### config.mk
export PLATFORM = sky130hd
export DESIGN_NAME = fpm_dram_ctrl
export DESIGN_NICKNAME = d
export VERILOG_FILES = /design/src/rtl/fpm_pkg.sv /design/src/rtl/fpm_refresh_timer.sv /design/src/rtl/fpm_rd_capture.sv /design/src/rtl/fpm_sequencer.sv /design/src/rtl/fpm_dram_ctrl.sv
export SDC_FILE = /design/constraint.sdc
export NUM_CORES = 1
export LEC_CHECK = 0
export BUFFER_PORTS_ARGS = -buffer_cell sky130_fd_sc_hd__buf_2
export CORE_MARGIN = 3
export CORE_UTILIZATION = 54
export CTS_CLUSTER_SIZE = 16
export DETAILED_ROUTE_END_ITERATION = 8
export PLACE_DENSITY_LB_ADDON = 0.3
export SYNTH_ARGS = -nofsm -noshare
export SYNTH_HDL_FRONTEND = slang
export SYNTH_SLANG_ARGS = --single-unit
### constraint.sdc
create_clock -name clk -period 4 [get_ports clk]
set_input_delay 0.8 -clock clk [delete_from_list [all_inputs] [get_ports clk]]
set_output_delay 0.8 -clock clk [all_outputs]
set_load 0.03 [all_outputs]
### src/rtl/fpm_pkg.sv
package fpm_pkg;

  typedef enum logic [2:0] {
    S_INIT, S_IDLE, S_PRE, S_ACT, S_COL, S_CPRE, S_RCAS, S_RRAS
  } fpm_state_t;

  function automatic int unsigned max2(input int unsigned a, input int unsigned b);
    return (a > b) ? a : b;
  endfunction

  // page hit: a row is open and the request names it
  function automatic logic row_match(input logic open, input logic [7:0] open_row,
                                     input logic [15:0] addr);
    return open && (addr[15:8] == open_row);
  endfunction

  // zero enables mean a full word
  function automatic logic [1:0] norm_be(input logic [1:0] be);
    return (be == 2'b00) ? 2'b11 : be;
  endfunction

  function automatic logic [15:0] be_mask(input logic [1:0] be);
    return {{8{be[1]}}, {8{be[0]}}};
  endfunction

endpackage

### src/rtl/fpm_refresh_timer.sv
module fpm_refresh_timer #(
  parameter int unsigned REF_INT = 3900
) (
  input  logic clk,
  input  logic rst_n,
  input  logic run,
  input  logic ack,
  output logic pend
);
  localparam int unsigned CW = $clog2(REF_INT + 1);

  logic [CW-1:0] tmr;
  logic          tick;

  assign tick = run && (tmr == CW'(REF_INT - 1));

  always_ff @(posedge clk or negedge rst_n) begin
    if (!rst_n) begin
      tmr  <= '0;
      pend <= 1'b0;
    end else begin
      if (run) tmr <= tick ? '0 : tmr + 1'b1;
      if (tick)     pend <= 1'b1;
      else if (ack) pend <= 1'b0;
    end
  end
endmodule

### src/rtl/fpm_rd_capture.sv
module fpm_rd_capture (
  input  logic        clk,
  input  logic        rst_n,
  input  logic        cap_en,
  input  logic [1:0]  be,
  input  logic [15:0] dq_in,
  output logic [15:0] rdata,
  output logic        rvalid
);
  import fpm_pkg::*;

  always_ff @(posedge clk or negedge rst_n) begin
    if (!rst_n) begin
      rdata  <= '0;
      rvalid <= 1'b0;
    end else begin
      rvalid <= cap_en;
      if (cap_en) rdata <= dq_in & be_mask(be);
    end
  end
endmodule

### src/rtl/fpm_sequencer.sv
module fpm_sequencer #(
  parameter int unsigned INIT_CYC = 50000,
  parameter int unsigned T_RP     = 3,
  parameter int unsigned T_RCD    = 2,
  parameter int unsigned T_CAS    = 2,
  parameter int unsigned RD_LAT   = 2,
  parameter int unsigned T_CP     = 1,
  parameter int unsigned T_CSR    = 1,
  parameter int unsigned T_RAS    = 4
) (
  input  logic        clk,
  input  logic        rst_n,
  input  logic        host_req,
  input  logic        host_we,
  input  logic [15:0] host_addr,
  input  logic [1:0]  host_be,
  input  logic [15:0] host_wdata,
  output logic        host_ready,
  input  logic        ref_pend,
  output logic        ref_ack,
  output logic        init_done,
  output logic        cap_en,
  output logic [1:0]  op_be,
  output logic        ras_n,
  output logic        casl_n,
  output logic        cash_n,
  output logic        we_n,
  output logic        oe_n,
  output logic [7:0]  dram_addr,
  output logic [15:0] dq_out,
  output logic        dq_oe
);
  import fpm_pkg::*;

  localparam int unsigned CAS_LEN = max2(T_CAS, RD_LAT);
  localparam int unsigned MAXV    = max2(max2(INIT_CYC, max2(T_RP, T_RCD)),
                                         max2(max2(CAS_LEN, T_CP), max2(T_CSR, T_RAS)));
  localparam int unsigned CW      = $clog2(MAXV + 1);

  fpm_state_t    state, state_nx;
  logic [CW-1:0] cnt, lim;
  logic          cnt_last, accept, hit;
  logic          op_pend, op_we, row_open;
  logic [15:0]   op_addr, op_wdata;
  logic [7:0]    open_row;

  always_comb begin
    unique case (state)
      S_INIT:  lim = CW'(INIT_CYC);
      S_PRE:   lim = CW'(T_RP);
      S_ACT:   lim = CW'(T_RCD);
      S_COL:   lim = CW'(CAS_LEN);
      S_CPRE:  lim = CW'(T_CP);
      S_RCAS:  lim = CW'(T_CSR);
      S_RRAS:  lim = CW'(T_RAS);
      default: lim = CW'(1);
    endcase
  end

  assign cnt_last   = (cnt == lim - 1'b1);
  assign host_ready = (state == S_IDLE) && !ref_pend;
  assign accept     = host_ready && host_req;
  assign hit        = row_match(row_open, open_row, host_addr);
  assign ref_ack    = (state == S_RRAS) && cnt_last;
  assign init_done  = (state != S_INIT);

  always_comb begin
    state_nx = state;
    unique case (state)
      S_INIT: if (cnt_last) state_nx = S_IDLE;
      S_IDLE: begin
        if (ref_pend)    state_nx = row_open ? S_PRE : S_RCAS;
        else if (accept) state_nx = hit ? S_COL : (row_open ? S_PRE : S_ACT);
      end
      S_PRE:  if (cnt_last) state_nx = op_pend ? S_ACT : (ref_pend ? S_RCAS : S_IDLE);
      S_ACT:  if (cnt_last) state_nx = S_COL;
      S_COL:  if (cnt_last) state_nx = S_CPRE;
      S_CPRE: if (cnt_last) state_nx = S_IDLE;
      S_RCAS: if (cnt_last) state_nx = S_RRAS;
      S_RRAS: if (cnt_last) state_nx = S_PRE;
      default: state_nx = S_IDLE;
    endcase
  end

  always_ff @(posedge clk or negedge rst_n) begin
    if (!rst_n) begin
      state    <= S_INIT;
      cnt      <= '0;
      op_pend  <= 1'b0;
      op_we    <= 1'b0;
      op_addr  <= '0;
      op_be    <= 2'b11;
      op_wdata <= '0;
      row_open <= 1'b0;
      open_row <= '0;
    end else begin
      state <= state_nx;
      if (state_nx != state) cnt <= '0;
      else if (!cnt_last)    cnt <= cnt + 1'b1;
      if (accept) begin
        op_pend  <= 1'b1;
        op_we    <= host_we;
        op_addr  <= host_addr;
        op_be    <= norm_be(host_be);
        op_wdata <= host_wdata;
      end else if (state == S_CPRE && cnt_last) begin
        op_pend <= 1'b0;
      end
      if (state == S_ACT) begin
        row_open <= 1'b1;
        open_row <= op_addr[15:8];
      end else if (state == S_PRE || state == S_RCAS) begin
        row_open <= 1'b0;
      end
    end
  end

  // strobes decoded from registered state only
  always_comb begin
    ras_n     = !((state inside {S_ACT, S_COL, S_CPRE, S_RRAS}) ||
                  (state == S_IDLE && row_open));
    casl_n    = !((state == S_COL && op_be[0]) || state == S_RCAS || state == S_RRAS);
    cash_n    = !((state == S_COL && op_be[1]) || state == S_RCAS || state == S_RRAS);
    we_n      = !(state == S_COL && op_we);
    dq_oe     = (state == S_COL) && op_we;
    oe_n      = !(state == S_COL && !op_we);
    dram_addr = (state == S_ACT) ? op_addr[15:8] :
                (state == S_COL) ? op_addr[7:0]  : 8'h00;
    dq_out    = op_wdata;
    cap_en    = (state == S_COL) && !op_we && (cnt == CW'(RD_LAT - 1));
  end
endmodule

### src/rtl/fpm_dram_ctrl.sv
module fpm_dram_ctrl #(
  parameter int unsigned INIT_CYC = 50000,
  parameter int unsigned REF_INT  = 3900,
  parameter int unsigned T_RP     = 3,
  parameter int unsigned T_RCD    = 2,
  parameter int unsigned T_CAS    = 2,
  parameter int unsigned RD_LAT   = 2,
  parameter int unsigned T_CP     = 1,
  parameter int unsigned T_CSR    = 1,
  parameter int unsigned T_RAS    = 4
) (
  input  logic        clk,
  input  logic        rst_n,
  input  logic        host_req,
  input  logic        host_we,
  input  logic [15:0] host_addr,
  input  logic [1:0]  host_be,
  input  logic [15:0] host_wdata,
  output logic        host_ready,
  output logic        host_rvalid,
  output logic [15:0] host_rdata,
  output logic        dram_ras_n,
  output logic        dram_casl_n,
  output logic        dram_cash_n,
  output logic        dram_we_n,
  output logic        dram_oe_n,
  output logic [7:0]  dram_addr,
  output logic [15:0] dram_dq_out,
  output logic        dram_dq_oe,
  input  logic [15:0] dram_dq_in
);
  logic       ref_pend, ref_ack, init_done, cap_en;
  logic [1:0] op_be;

  fpm_refresh_timer #(.REF_INT(REF_INT)) u_ref (
    .clk(clk), .rst_n(rst_n), .run(init_done), .ack(ref_ack), .pend(ref_pend)
  );

  fpm_sequencer #(
    .INIT_CYC(INIT_CYC), .T_RP(T_RP), .T_RCD(T_RCD), .T_CAS(T_CAS),
    .RD_LAT(RD_LAT), .T_CP(T_CP), .T_CSR(T_CSR), .T_RAS(T_RAS)
  ) u_seq (
    .clk(clk), .rst_n(rst_n),
    .host_req(host_req), .host_we(host_we), .host_addr(host_addr),
    .host_be(host_be), .host_wdata(host_wdata), .host_ready(host_ready),
    .ref_pend(ref_pend), .ref_ack(ref_ack), .init_done(init_done),
    .cap_en(cap_en), .op_be(op_be),
    .ras_n(dram_ras_n), .casl_n(dram_casl_n), .cash_n(dram_cash_n),
    .we_n(dram_we_n), .oe_n(dram_oe_n), .dram_addr(dram_addr),
    .dq_out(dram_dq_out), .dq_oe(dram_dq_oe)
  );

  fpm_rd_capture u_cap (
    .clk(clk), .rst_n(rst_n), .cap_en(cap_en), .be(op_be),
    .dq_in(dram_dq_in), .rdata(host_rdata), .rvalid(host_rvalid)
  );
endmodule

==> impl_summary.txt <==
----------------------------------------------------
[Flow run]
  Number of maximum-capacitance violations ... 0

[Yosys]
  Flip-flop and latch count after synthesis ... 94
  Share of async-settable or async-resettable flops after synthesis ... 1.000
  Synthesis Warnings ... 0
  Number of enable flip-flop cells after synthesis ... 0
  Part of the Yosys area used for sequential elements ... 0.5222
  Ys flop type ... sky130_fd_sc_hd__dfrtp_1
  Syn_nets ... 481
  Count of cell types in the netlist ... 48
  Synthesized instance count ... 421
  Mean instance size in the synthesized netlist ... 10.71 um^2
  Post-Synthesis Cell Area ... 0.004509 mm^2

[Clocking]
  Maximum level of the CTS H-tree ... 3
  Number of hold-repair buffers added at the cts stage ... 0
  TritonCTS buffer count ... 9
  CTS tree ... yes
  Clock transition at the registers of the reported paths ... 0.10 ns
  Number of buffers on the longest clock path ... 2
  Clock Root Buffer ... sky130_fd_sc_hd__clkbuf_8
  Clock Sink Count ... 94
  Number of gates resized after CTS ... 0
  Buffer count from post-CTS setup fixing ... 0
  Clock latency on the worst-skew pair ... 0.36 ns

[Setup path]
  Path depth of the worst reg2reg path ... 12
  Crit Path Class ... reg2reg
  Crit path max fanout ... 13
  End of the worst register-to-register path ... u_seq.cnt[15]
  Reg2reg setup slack ... 0.69 ns
  CP required ... 4.23 ns
  Worst reg2reg path startpoint ... u_seq.state[2]
  Endpoint type of the worst setup path ... flop
  Arrival time worst endpoint ... 3.54 ns
  CP Launch Type ... flop

[Detailed routing]
  Drt via density ... 5.385
  Post-detailed-route DRC marker count ... 0
  Number of iterations in the first detailed-routing pass ... 4
  Final routed wire length divided by cell count ... 15.21 um
  Post-Route WL ... 9491 um
  Number of design-rule violations left by the first detailed-router iteration ... 173
  Number of routed nets with antenna violations ... 0
  Via count ... 3360

[Hold path]
  Worst hold path startpoint ... u_cap.rdata[1]
  Worst min-delay path endpoint ... u_cap.rdata[1]
  Worst Hold Class ... reg2reg
  Number of stages on the worst hold path ... 2

[Global routing]
  Global-route wire length before repair ... 16590 um
  Overflow left after global routing ... 0
  Total routing resource utilization after global routing ... 0.2111
  Vias in the first global route ... 3527
  Pin count of the biggest net entering global routing ... 75
  Initial antenna violation count ... 0

[Power]
  LEAKAGE ... 2.439 nW
  Cell area power density ... 299.5 mW/mm^2
  Peak supply drop ... 0.2062 mV

[Cells and area]
  Most common cell after layout, fill and taps aside ... sky130_fd_sc_hd__buf_2
  Fraction of layout instances using a drive strength above 1 ... 0.3314
  Highest-count cells in the layout ignoring fill and taps ... sky130_fd_sc_hd__buf_2 (100), sky130_fd_sc_hd__dfrtp_1 (92), sky130_fd_sc_hd__mux2_2 (41), sky130_fd_sc_hd__nor2_1 (39), sky130_fd_sc_hd__nand2_1 (39)
  Antenna cell count ... 0
  Synth-to-layout area growth ... 16.51%
  Final net count ... 577

[Floorplan]
  Die Footprint ... 0.009483 mm^2
  Chip Height ... 97.38 um
  Core area ... 0.007928 mm^2
  Count of boundary I/O pins ... 102
  Die width ... 97.38 um
  Initial standard-cell utilization of the core ... 0.5688
  Number of standard-cell rows in the floorplan ... 32

[Placement]
  I/O Buffers ... 101
  Worst setup timing slack at the placement stage ... 0.7144 ns
  Routability cong. ... 0.9037
  Hpwl dp ... 6870 um

[STA]
  Maximum clock rate ... 302.2 MHz
  Final hold violation count ... 0
  Final period utilization ... 0.8274
  Setup repair after global routing missed its margin ... no
  Post-route clock skew ... 0.01568 ns
  Min Clock Period, post-route ... 3.310 ns
  Final number of max-transition violations ... 0
  Total Negative Setup Slacks ... 0 ns
  Worst Max-Slew Pin Slew ... 1.025 ns
  Final Setup Violations ... 0
  Worst max-slew margin expressed relative to the limit ... 0.3145
  Min setup slack post-route ... 0.6904 ns

[Outcome]
  Run status ... finished, final reports clean

----------------------------------------------------
## metrics by stage
step                      area, um^2  power (W)  std cells  hold WS [ns]  utilization
final                           5254   0.001573        624        0.5098       0.6627
after global routing            5254   0.001638        624        0.5336       0.6627
after CTS                       5254   0.001597        624        0.5110       0.6627
after detailed placement        5079   0.001023        608        0.4870       0.6406
after global placement          5079   0.001022        608        0.4773       0.6406
after floorplan                 4509  0.0009752        421        0.4753            -
## layer usage
metal  GRT usage  up-vias  share of wire
li1            -     1653              -
met5           0        -              0
met2      0.3353       83           0.48
met4     0.07668        0          0.015
met3     0.05743       16          0.059
met1      0.2790     1608           0.44
## cells in the mapped netlist (4+ instances only)
cell type,number,area [um^2]
sky130_fd_sc_hd__inv_1,12,45.04
sky130_fd_sc_hd__clkbuf_1,14,52.55
sky130_fd_sc_hd__nor2b_1,5,31.28
sky130_fd_sc_hd__dfrtp_1,92,2302
sky130_fd_sc_hd__nand3_1,30,150.1
sky130_fd_sc_hd__nor3_1,11,55.05
sky130_fd_sc_hd__nand4_1,7,43.79
sky130_fd_sc_hd__a22o_1,8,70.07
sky130_fd_sc_hd__nor2_1,39,146.4
sky130_fd_sc_hd__a21oi_1,5,25.02
sky130_fd_sc_hd__nand2_1,39,146.4
sky130_fd_sc_hd__xor2_1,12,105.1
sky130_fd_sc_hd__o21ai_0,30,150.1
sky130_fd_sc_hd__xnor2_1,22,192.7
sky130_fd_sc_hd__mux2_2,41,461.7
sky130_fd_sc_hd__nor4_1,4,25.02
sky130_fd_sc_hd__ha_1,6,75.07
sky130_fd_sc_hd__or3_1,4,25.02
## cell families (layout without fill, tap and decap cells)
logic type / Yosys count / after routing / share of synthesized area
compound gates: 62 / 62 / 0.09434
xor+xnor: 34 / 34 / 0.06604
fa+ha+maj: 6 / 6 / 0.01665
buf+inv: 32 / 133 / 0.03052
flops: 94 / 94 / 0.5222
mux: 41 / 41 / 0.1024
other cells: 1 / 1 / 0.0008316
simple gates: 151 / 151 / 0.1670
## power by group
group | internal (W) | total [W] | switching [W]
Clock | 0.000234 | 0.000571 | 0.000337
Combinational | 0.0000234 | 0.0000526 | 0.0000292
Sequential | 0.000949 | 0.000949 | 0
## worst max-delay path by stage
| stage | depth (start not counted) | end | start | slack, ns |
|---|---|---|---|---|
| after floorplan | 14 | u_seq.cnt[0] | u_seq.state[2] | 0.88 |
| after global placement | 12 | u_seq.cnt[1] | u_seq.state[2] | 0.85 |
| after detailed placement | 12 | u_seq.cnt[15] | u_seq.state[2] | 0.71 |
| after CTS | 12 | u_seq.cnt[15] | u_seq.state[2] | 0.71 |
| after global routing | 12 | u_seq.cnt[15] | u_seq.state[2] | 0.44 |
| final | 12 | u_seq.cnt[15] | u_seq.state[2] | 0.69 |
## state kept, by name, summed over array words and instances (netlist names)
signal / cells
u_cap.rdata: 16
u_seq.cnt: 16
u_seq.dq_out: 16
u_seq.op_addr: 16
u_ref.tmr: 12
u_seq.open_row: 8
u_seq.state: 3
u_seq.op_be: 2
u_cap.rvalid: 1
u_ref.pend: 1
u_seq.op_pend: 1
u_seq.op_we: 1
u_seq.row_open: 1
## final cells by class
cell class / count / area [um^2]
flip-flops and latches: 94 / 2355
repair buffers: 104 / 530.5
multi-input cells: 295 / 2017
inverters: 13 / 48.80
clock inverters: 5 / 43.79
fillers: 621 / 2674
clock buffers: 11 / 131.4
well taps: 102 / 127.6
## critical path, cell delays in order, from the launching register on
cell and delay (ns):
sky130_fd_sc_hd__dfrtp_1 0.60, sky130_fd_sc_hd__inv_1 0.17, sky130_fd_sc_hd__nor3_1 0.21, sky130_fd_sc_hd__buf_4 0.23, sky130_fd_sc_hd__nor2_1 0.07, sky130_fd_sc_hd__ha_1 0.18
sky130_fd_sc_hd__ha_1 0.29, sky130_fd_sc_hd__xor2_1 0.18, sky130_fd_sc_hd__nand4_1 0.19, sky130_fd_sc_hd__a2111o_1 0.57, sky130_fd_sc_hd__a2bb2oi_2 0.24, sky130_fd_sc_hd__nand4_4 0.18
sky130_fd_sc_hd__nor2_1 0.07
Power figures use the tool's default switching activity.
